## src/rtl/gdb_pkg.sv

```systemverilog
package gdb_pkg;

    localparam int CNT_W    = 8;
    localparam int ADDR_W   = 12;
    localparam int CNT_BASE = 'hF0;
    localparam int ENA_BASE = 'h30;

    typedef enum logic [1:0] {
        ACC_NONE   = 2'd0,
        ACC_COUNT  = 2'd1,
        ACC_ENABLE = 2'd2
    } acc_kind_t;

    typedef struct packed {
        acc_kind_t  kind;
        logic [7:0] port;
    } acc_t;

    typedef struct packed {
        logic             held;
        logic             cand;
        logic [CNT_W-1:0] lim;
        logic [CNT_W-1:0] run;
    } pin_st_t;

    function automatic acc_t decode_addr(logic [ADDR_W-1:0] a, int upper, int nports);
        acc_t r;
        r.kind = ACC_NONE;
        r.port = '0;
        for (int p = 0; p < nports; p++) begin
            if (a == ADDR_W'(CNT_BASE + 4 * p)) begin
                r.kind = ACC_COUNT;
                r.port = 8'(p);
            end
            if (a == ADDR_W'(upper + ENA_BASE + 4 * p)) begin
                r.kind = ACC_ENABLE;
                r.port = 8'(p);
            end
        end
        return r;
    endfunction

endpackage

```

## src/rtl/gdb_regs.sv

```systemverilog
module gdb_regs
    import gdb_pkg::*;
#(
    parameter int NUM_PORTS = 4,
    parameter int PORT_PINS = 8,
    parameter int UPPER_OFS = 'h80
) (
    input  logic                           clk,
    input  logic                           rst,
    input  logic                           wr_en,
    input  logic [ADDR_W-1:0]              wr_addr,
    input  logic [2*PORT_PINS-1:0]         wr_data,
    input  logic [ADDR_W-1:0]              rd_addr,
    output logic [2*PORT_PINS-1:0]         rd_data,
    output logic [NUM_PORTS*CNT_W-1:0]     cnt_o,
    output logic [NUM_PORTS*PORT_PINS-1:0] en_o
);
    localparam int DATA_W = 2 * PORT_PINS;
    localparam int PIDX_W = (NUM_PORTS > 1) ? $clog2(NUM_PORTS) : 1;

    logic [CNT_W-1:0]     cnt_q [NUM_PORTS];
    logic [PORT_PINS-1:0] en_q  [NUM_PORTS];
    acc_t                 wdec, rdec;
    logic [PIDX_W-1:0]    widx, ridx;

    always_comb begin
        wdec = decode_addr(wr_addr, UPPER_OFS, NUM_PORTS);
        rdec = decode_addr(rd_addr, UPPER_OFS, NUM_PORTS);
        widx = wdec.port[PIDX_W-1:0];
        ridx = rdec.port[PIDX_W-1:0];
    end

    always_ff @(posedge clk) begin
        if (rst) begin
            for (int p = 0; p < NUM_PORTS; p++) begin
                cnt_q[p] <= '0;
                en_q[p]  <= '0;
            end
        end else if (wr_en) begin
            if (wdec.kind == ACC_COUNT)
                cnt_q[widx] <= wr_data[CNT_W-1:0];
            else if (wdec.kind == ACC_ENABLE)
                en_q[widx] <= (en_q[widx] & ~wr_data[DATA_W-1:PORT_PINS])
                            | (wr_data[PORT_PINS-1:0] & wr_data[DATA_W-1:PORT_PINS]);
        end
    end

    always_comb begin
        rd_data = '0;
        if (rdec.kind == ACC_COUNT)
            rd_data = DATA_W'(cnt_q[ridx]);
        else if (rdec.kind == ACC_ENABLE)
            rd_data = DATA_W'(en_q[ridx]);
    end

    generate
        for (genvar p = 0; p < NUM_PORTS; p++) begin : g_flat
            assign cnt_o[p*CNT_W +: CNT_W]         = cnt_q[p];
            assign en_o[p*PORT_PINS +: PORT_PINS]  = en_q[p];

            assert_en_quiet_R2: assert property (@(posedge clk) disable iff (rst)
                !wr_en |=> $stable(en_q[p]));
            assert_cnt_quiet_R3: assert property (@(posedge clk) disable iff (rst)
                !wr_en |=> $stable(cnt_q[p]));
        end
    endgenerate

endmodule

```

## src/rtl/gdb_pin_filter.sv

```systemverilog
module gdb_pin_filter
    import gdb_pkg::*;
(
    input  logic             clk,
    input  logic             rst,
    input  logic             tick,
    input  logic             raw,
    input  logic             en,
    input  logic [CNT_W-1:0] cfg,
    output logic             out
);
    pin_st_t st;
    logic    byp;
    logic    reach;

    assign byp   = !en || (cfg == '0);
    assign reach = ({1'b0, st.run} + 1'b1) >= {1'b0, st.lim};

    always_ff @(posedge clk) begin
        if (rst) begin
            st.held <= raw;
            st.cand <= raw;
            st.run  <= '0;
            st.lim  <= '0;
        end else if (byp) begin
            st.held <= raw;
            st.cand <= raw;
            st.run  <= '0;
            st.lim  <= cfg;
        end else if (raw != st.cand) begin
            // level moved: restart the wait with the current port time
            st.cand <= raw;
            st.run  <= '0;
            st.lim  <= cfg;
        end else if (st.cand == st.held) begin
            // idle: keep the limit in step with the port time
            st.run <= '0;
            st.lim <= cfg;
        end else if (tick) begin
            if (reach) begin
                st.held <= st.cand;
                st.run  <= '0;
            end else begin
                st.run <= st.run + 1'b1;
            end
        end
    end

    assign out = byp ? raw : st.held;

    assert_no_overflow_R4: assert property (@(posedge clk) disable iff (rst)
        st.run != {CNT_W{1'b1}});
    assert_update_on_tick_R11: assert property (@(posedge clk) disable iff (rst)
        (!byp && !tick) |=> $stable(st.held));
    assert_idle_hold_R5: assert property (@(posedge clk) disable iff (rst)
        (!byp && st.cand == st.held) |=> $stable(st.held));

endmodule

```

## src/rtl/gdb_port.sv

```systemverilog
module gdb_port
    import gdb_pkg::*;
#(
    parameter int PORT_PINS = 8
) (
    input  logic                 clk,
    input  logic                 rst,
    input  logic                 tick,
    input  logic [PORT_PINS-1:0] raw,
    input  logic [PORT_PINS-1:0] en,
    input  logic [CNT_W-1:0]     cfg,
    output logic [PORT_PINS-1:0] out
);
    generate
        for (genvar i = 0; i < PORT_PINS; i++) begin : g_pin
            gdb_pin_filter u_pin (
                .clk  (clk),
                .rst  (rst),
                .tick (tick),
                .raw  (raw[i]),
                .en   (en[i]),
                .cfg  (cfg),
                .out  (out[i])
            );
        end
    endgenerate

endmodule

```

## src/rtl/gpio_debounce_bank.sv

```systemverilog
module gpio_debounce_bank
    import gdb_pkg::*;
#(
    parameter int NUM_PORTS   = 4,
    parameter int PORT_PINS   = 8,
    parameter int UPPER_OFS   = 'h80,
    parameter bit DBC_SUPPORT = 1'b1
) (
    input  logic                           clk,
    input  logic                           rst,
    input  logic                           ms_tick,
    input  logic [NUM_PORTS*PORT_PINS-1:0] pad_in,
    input  logic                           wr_en,
    input  logic [11:0]                    wr_addr,
    input  logic [2*PORT_PINS-1:0]         wr_data,
    input  logic [11:0]                    rd_addr,
    output logic [2*PORT_PINS-1:0]         rd_data,
    output logic [NUM_PORTS*PORT_PINS-1:0] pin_out
);
    localparam int NPINS = NUM_PORTS * PORT_PINS;

    generate
        if (DBC_SUPPORT) begin : g_dbc
            logic [NUM_PORTS*CNT_W-1:0] cnt_w;
            logic [NPINS-1:0]           en_w;

            gdb_regs #(
                .NUM_PORTS (NUM_PORTS),
                .PORT_PINS (PORT_PINS),
                .UPPER_OFS (UPPER_OFS)
            ) u_regs (
                .clk     (clk),
                .rst     (rst),
                .wr_en   (wr_en),
                .wr_addr (wr_addr),
                .wr_data (wr_data),
                .rd_addr (rd_addr),
                .rd_data (rd_data),
                .cnt_o   (cnt_w),
                .en_o    (en_w)
            );

            for (genvar p = 0; p < NUM_PORTS; p++) begin : g_port
                gdb_port #(.PORT_PINS(PORT_PINS)) u_port (
                    .clk  (clk),
                    .rst  (rst),
                    .tick (ms_tick),
                    .raw  (pad_in[p*PORT_PINS +: PORT_PINS]),
                    .en   (en_w[p*PORT_PINS +: PORT_PINS]),
                    .cfg  (cnt_w[p*CNT_W +: CNT_W]),
                    .out  (pin_out[p*PORT_PINS +: PORT_PINS])
                );
            end
        end else begin : g_plain
            assign pin_out = pad_in;
            assign rd_data = '0;
        end
    endgenerate

endmodule

```

## config.mk

```make
export PLATFORM = sky130hd
export DESIGN_NAME = gpio_debounce_bank
export DESIGN_NICKNAME = d
export VERILOG_FILES = /design/src/rtl/gdb_pkg.sv /design/src/rtl/gdb_regs.sv /design/src/rtl/gdb_pin_filter.sv /design/src/rtl/gdb_port.sv /design/src/rtl/gpio_debounce_bank.sv
export SDC_FILE = /design/constraint.sdc
export NUM_CORES = 2
export LEC_CHECK = 0
export ABC_AREA = 1
export ABC_CLOCK_PERIOD_IN_PS = 3200
export BUFFER_PORTS_ARGS = -buffer_cell sky130_fd_sc_hd__buf_2
export CAP_MARGIN = 30
export CELL_PAD_IN_SITES_DETAIL_PLACEMENT = 1
export CELL_PAD_IN_SITES_GLOBAL_PLACEMENT = 2
export CORE_MARGIN = 3
export CORE_UTILIZATION = 37
export CTS_BUF_LIST = sky130_fd_sc_hd__clkbuf_16
export CTS_CLUSTER_SIZE = 14
export DETAILED_ROUTE_END_ITERATION = 10
export PLACE_DENSITY_LB_ADDON = 0.2
export RECOVER_POWER = 25
export SETUP_SLACK_MARGIN = 0.5
export SYNTH_ARGS = -nofsm -noshare
export SYNTH_HDL_FRONTEND = slang
export SYNTH_SLANG_ARGS = --single-unit
```

## constraint.sdc

```tcl
create_clock -name clk -period 3.2 [get_ports clk]
set_input_delay 0.8 -clock clk [delete_from_list [all_inputs] [get_ports clk]]
set_output_delay 0.8 -clock clk [all_outputs]
set_load 0.03 [all_outputs]
```

* Word level (Yosys, flattened, before mapping)
Memory sizes are Yosys's and may differ from the RTL's.
Cells that the tools add are included.
** Operators by class
- Mux-type cells :: 451
- Equality and inequality tests :: 148
- $add $sub $neg :: 64
- Bitwise operators :: 4
- $lt $le $gt $ge :: 32
- Reduce and logical (&&, ||, !) cells :: 262
** Operator list (count)
- $mux W18 :: 64
- $mux W8 :: 131
- $mux W16 :: 33
- $reduce_bool A3 Y1 :: 128
- $add A8 B1 Y9 const B :: 32
- $ge A9 B8 Y1 :: 32
- $add A8 B1 Y8 const B :: 32
- $mux W1 :: 205
- $eq A12 B8 Y1 const B :: 16
- $ne A3 B3 Y1 const B :: 64
- $mux W10 :: 14
- $reduce_and A4 Y1 :: 32
- $reduce_or A4 Y1 :: 32
- $eq A1 B1 Y1 :: 32
- $logic_not A1 Y1 :: 32
- $logic_not A8 Y1 :: 4
- $logic_or A1 B1 Y1 :: 32
- $ne A1 B1 Y1 :: 32
- $mux W9 :: 2
- $and A8 B8 Y8 :: 2
- $reduce_or A8 Y1 :: 2
- $not A8 Y8 :: 1
- $or A8 B8 Y8 :: 1
- $eq A2 B1 Y1 const B :: 2
- 2 further kinds :: 4
** Word-level totals
- Logic and storage cells :: 1091
- Input bits :: 76
- RAM bits :: 64
- Register bits after elaboration :: 576
- Output and inout bits :: 48
- Memories :: 2
** Memories
- g_dbc.u_regs.cnt_q :: depth 4, bits a word 8, rd ports 5, clocked after memory_dff 0, write ports 4, RTL line gdb_regs.sv:21 : logic [CNT_W-1:0] cnt_q [NUM_PORTS];
- g_dbc.u_regs.en_q :: depth 4, bits a word 8, rd ports 6, clocked after memory_dff 0, write ports 4, RTL line gdb_regs.sv:22 : logic [PORT_PINS-1:0] en_q [NUM_PORTS];

* Longest topological paths before layout
- Depth after elaboration :: 17
- Depth in mapped cells :: 18
- Depth with buffers taken out :: 18

* Modules after synthesis
Synthesis repeated with hierarchy kept, for this count alone.
** Unflattened totals
- Cell total of the unflattened synthesis :: 5955
- Area total of the unflattened synthesis :: 42517.0 um2
** Modules (own cells, without submodules)
- gdb_pin_filter at g_dbc.g_port[0].u_port.g_pin[1].u_pin ... :: cells each 170, area an instance 1204.9 um2, seq. area each 380.4 um2, times used 31
- gdb_regs :: cells each 513, area an instance 3975.1 um2, seq. area each 1921.8 um2, times used 1
- gdb_pin_filter at g_dbc.g_port[0].u_port.g_pin[0].u_pin :: cells each 172, area an instance 1189.9 um2, seq. area each 380.4 um2, times used 1

* Worst setup path before layout
No wires, ideal clock.
- Path type :: input to output
- Start point :: input rd_addr[11]
- End point :: output rd_data[5]
- Buffers on the path :: 1
- Setup slack :: 0.416 ns
- Required time :: 2.400 ns
- Data arrival time :: 1.984 ns
- Cell stages on the path :: 10
- Path through :: nor2_1 > nand2_1 > nor2_4 > nand3_2 > buf_2 > a21oi_1 > o21ai_0 > nand2_1 > nand2_1 > nand2_1
** On the way
- Longest elaborated chain between the ends :: 12
- Elaborated cells on any way between the ends :: 22
- Those cells by class :: eq/ne (10); mux (10); memory (2)
** Ends and longest elaborated chain
- start: declaration :: RTL line gpio_debounce_bank.sv:16 : input logic [11:0] rd_addr,
- $eq A12 B8 Y1 :: RTL line gdb_pkg.sv:31 : if (a == ADDR_W'(CNT_BASE + 4 * p)) begin
- $mux W9 :: RTL line gdb_pkg.sv:31
- $mux W10 :: RTL line gdb_pkg.sv:35 : if (a == ADDR_W'(upper + ENA_BASE + 4 * p)) begin
- $mux W10 :: RTL line gdb_pkg.sv:31
- $mux W10 :: RTL line gdb_pkg.sv:35
- $mux W10 :: RTL line gdb_pkg.sv:31
- $mux W10 :: RTL line gdb_pkg.sv:35
- $mux W10 :: RTL line gdb_pkg.sv:31
- $mux W10 (*) :: RTL line gdb_pkg.sv:35
- parallel branches: the longest is 2 deep, another holds $mem_v2 Z4 W8
- $mux W16 (*) :: RTL line gdb_regs.sv:50 : if (rdec.kind == ACC_COUNT)
- end: declaration :: RTL line gpio_debounce_bank.sv:17 : output logic [2*PORT_PINS-1:0] rd_data,
Mark *: on every way between the ends.

* Worst setup path after layout
- Start point :: input rd_addr[9]
- End point :: output rd_data[4]
Same word-level chain as after synthesis.

==> results.rst <==
.. list-table::
   :header-rows: 1

   * - Metric
     - Value
   * - CP Launch Point
     - rd_addr[9]
   * - Fraction of final layout cells with drive strength greater than 1
     - 13.2%
   * - Type of element capturing the critical path
     - output pin
   * - Effective utilization at floorplan
     - 37.6%
   * - H-tree levels
     - 3
   * - Hold_buf cts
     - 0
   * - Clock-pin slew of the registers on the worst-case setup and hold paths
     - 0.06 ns
   * - Critical R2R Launch
     - g_dbc.g_port[2].u_port.g_pin[6].u_pin.st[0]$_SDFFE_PP0P_
   * - Root buf cell
     - clkbuf_16
   * - Total half-perimeter wirelength after legalization and detailed placement
     - 87.2 mm
   * - # nets final
     - 5877
   * - Area of the core region
     - 0.101 mm²
   * - Number of flops mapped to enable cells by yosys
     - 128
   * - Die height
     - 326 µm
   * - Row Count
     - 116
   * - Vias
     - 35000
   * - Min-Delay Path Class
     - input port to register
   * - Critical Path Start Type
     - input port
   * - Number of iterations in the first detailed-routing pass
     - 5
   * - Number of instances in the synthesized netlist
     - 5260
   * - Final Core Density
     - 44.4%
   * - Post-route cell area
     - 0.0448 mm²
   * - Per-instance average area after synthesis
     - 7.21 µm²
   * - Final WL
     - 122 mm
   * - Minimum period implied by the final worst setup slack
     - 3.13 ns
   * - Placed cell area
     - 0.0402 mm²
   * - Routability-driven placement congestion ratio
     - 0.840
   * - Final hold slack
     - 0.403 ns
   * - Headroom to the max-slew limit
     - 50.7%
   * - Insertion delay to the later sink of the worst-skew pair
     - 0.68 ns
   * - Total setup violations reported at the end of the flow
     - 0
   * - Fraction of the cycle the final worst path needs
     - 97.9%
   * - DR WL/cell
     - 17.6 µm
   * - # IOs
     - 124
   * - Synth Flop Type
     - dfxtp_1
   * - Worst setup slack for register-to-register paths
     - 0.65 ns
   * - CTS buffer count
     - 79
   * - Violation count after the first detailed-route iteration
     - 1907
   * - Overflow left after global routing
     - 0
   * - PnR Total Power
     - 20.1 mW
   * - Vias in the first global route
     - 35100
   * - Arrival time at the worst endpoint
     - 2.33 ns
   * - Status
     - finished, final reports clean
   * - Worst setup path class
     - input port to output pin
   * - Synthesis Warnings
     - 0
   * - Post-route setup TNS
     - 0 ns
   * - Largest net degree at the start of global routing
     - 126
   * - Worst Reg-to-Reg Cells
     - 17
   * - Worst-case clock skew
     - 0.0373 ns
   * - Required time worst endpoint
     - 2.40 ns
   * - Synth area leaders
     - dfxtp_1 27%, nand2_1 11%, edfxtp_1 10%
   * - Timing endpoint of the critical path
     - rd_data[4]
   * - Number of antenna violations at the first check in global routing
     - 8
   * - Area grow syn2layout
     - 18.0%
   * - Power per cell area
     - 449 mW/mm²
   * - Buffers from clock root to sink, at most
     - 3
   * - Portion of synthesized cell area occupied by the leading cell type
     - 27.0%
   * - RSZ-0062 raised after global routing
     - true
   * - GRT Util Overall
     - 22.2%
   * - Most numerous cell in the Yosys netlist
     - nand2_1
   * - RR Endpoint
     - g_dbc.g_port[2].u_port.g_pin[6].u_pin.st[17]$_DFFE_PP_
   * - Number of hold-slack violations in the final timing report
     - 0
   * - Via count normalized by instance count
     - 5.05
   * - Sink Count
     - 640
   * - Count of cell types in the netlist
     - 49
   * - Final max-slew violation count
     - 0
   * - Wire length of the first global-routing pass
     - 191 mm
   * - Top post-synthesis cells by count
     - 1097 x nand2_1, 783 x inv_1, 626 x a21oi_1, 513 x nor2_1, 512 x dfxtp_1
   * - CTS tree
     - done
   * - Flops & latches, synth
     - 640
   * - Worst IR drop on VDD
     - 321 µV
   * - Library cell with the largest summed area after synthesis
     - dfxtp_1
   * - Static leakage
     - 20.6 nW
   * - Mapped Area
     - 0.0379 mm²
   * - Critical Path Fanout Max
     - 8
   * - Proportion of register bits with asynchronous set or reset after synthesis
     - 0%
   * - Actual slew at the worst max-slew pin
     - 0.740 ns
   * - Die extent in x
     - 326 µm
   * - Number of cells on the worst hold path
     - 1
   * - Maximum clock rate
     - 319 MHz
   * - Max-cap violations
     - 0
   * - Port Buffer Count
     - 115
   * - Die area
     - 0.106 mm²
   * - Post-detailed-route count of antenna-violating nets
     - 0
   * - Number of DRC violations after detailed routing
     - 0
   * - Part of the Yosys area used for sequential elements
     - 37.1%
-- flip-flops by register name, indices dropped and copies added (netlist names) --
register	count
g_dbc.u_regs.en_q	32
g_dbc.u_regs.cnt_q	32
g_dbc.g_port.u_port.g_pin.u_pin.st	576
-- cell type report --
class,instances,area (µm²)
multi-input combinational,3623,20500
clock buffer,83,2080
timing repair buffer,333,2740
inverter,836,3180
clock inverter,65,442
tap,1357,1700
fill,12600,56100
sequential,640,14100
antenna,3,7.51
-- layer usage --
layer  GRT usage, %  share of wire [%]
met1           29.3                 46
met2           37.2                 47
met3           4.44                4.6
met4           5.65                2.3
met5              0              0.026
-- cells by family (layout without fill, tap and decap cells) --
group,after synthesis,after routing,synth area share [%]
AND/OR/NAND/NOR,2191,2191,25.1
buffers and inverters,1004,1317,10.8
AO/OA/AOI/OAI,932,932,12.7
flip-flops,640,640,37.1
adder cells (fa/ha/maj),288,288,9.50
XOR/XNOR,204,204,4.71
other,1,11,0.00988
-- report_power, final --
part           internal, mW  switching (mW)
Clock                  5.03            3.78
Sequential             8.60           0.229
Combinational         0.825            1.66
-- how the worst min path moves through the flow --
stage          slack [ns]                                                     start                                                       end
2_1_floorplan        0.44  g_dbc.g_port[1].u_port.g_pin[2].u_pin.st[7]$_SDFFE_PP0P_  g_dbc.g_port[1].u_port.g_pin[2].u_pin.st[7]$_SDFFE_PP0P_
3_3_place_gp         0.45  g_dbc.g_port[1].u_port.g_pin[2].u_pin.st[7]$_SDFFE_PP0P_  g_dbc.g_port[1].u_port.g_pin[2].u_pin.st[7]$_SDFFE_PP0P_
3_5_place_dp         0.46  g_dbc.g_port[1].u_port.g_pin[4].u_pin.st[7]$_SDFFE_PP0P_  g_dbc.g_port[1].u_port.g_pin[4].u_pin.st[7]$_SDFFE_PP0P_
4_1_cts              0.30                                                pad_in[30]    g_dbc.g_port[3].u_port.g_pin[6].u_pin.st[16]$_DFFE_PP_
5_1_grt              0.38                                                pad_in[29]    g_dbc.g_port[3].u_port.g_pin[5].u_pin.st[16]$_DFFE_PP_
6_report             0.40                                                pad_in[22]    g_dbc.g_port[2].u_port.g_pin[6].u_pin.st[16]$_DFFE_PP_
-- critical path, stage by stage --
cell and delay, ns:
buf_8 0.10, nor2_4 0.09, nand2_2 0.07, nor2_4 0.18, nand3_4 0.21, clkbuf_16 0.23
a21oi_1 0.12, o21ai_0 0.11, nand2_1 0.10, nand2_2 0.07, nand2_4 0.09, buf_6 0.13
-- through the flow --
stage,instances,setup WS (ns)
6_report,6940,0.0672
5_1_grt,6938,-0.0343
4_1_cts,6884,0.118
3_5_place_dp,6669,0.0344
3_3_place_gp,6669,0.0391
2_1_floorplan,5267,0.491
-- cells in the final DEF (no fill, tap or decap), types with 53 or more instances in the layout --
master     instances
nand2_2           53
a21oi_1          607
xor2_1           174
inv_1            788
o21ai_0          194
dfxtp_1          475
edfxtp_1         128
nand4_1          184
ha_1             272
nor3_1            64
clkbuf_16         86
nor2_1           492
nand2_1         1060
buf_4            174
nand3_1          212
-- repair_timing --
action | CTS | global route
pin swaps | 39 | 90
resized for setup | 203 | 246
cloned | 3 | 6
setup endpoints to repair | 82 | 233
setup buffers | 64 | 47
(Power assumes the default switching activity.)
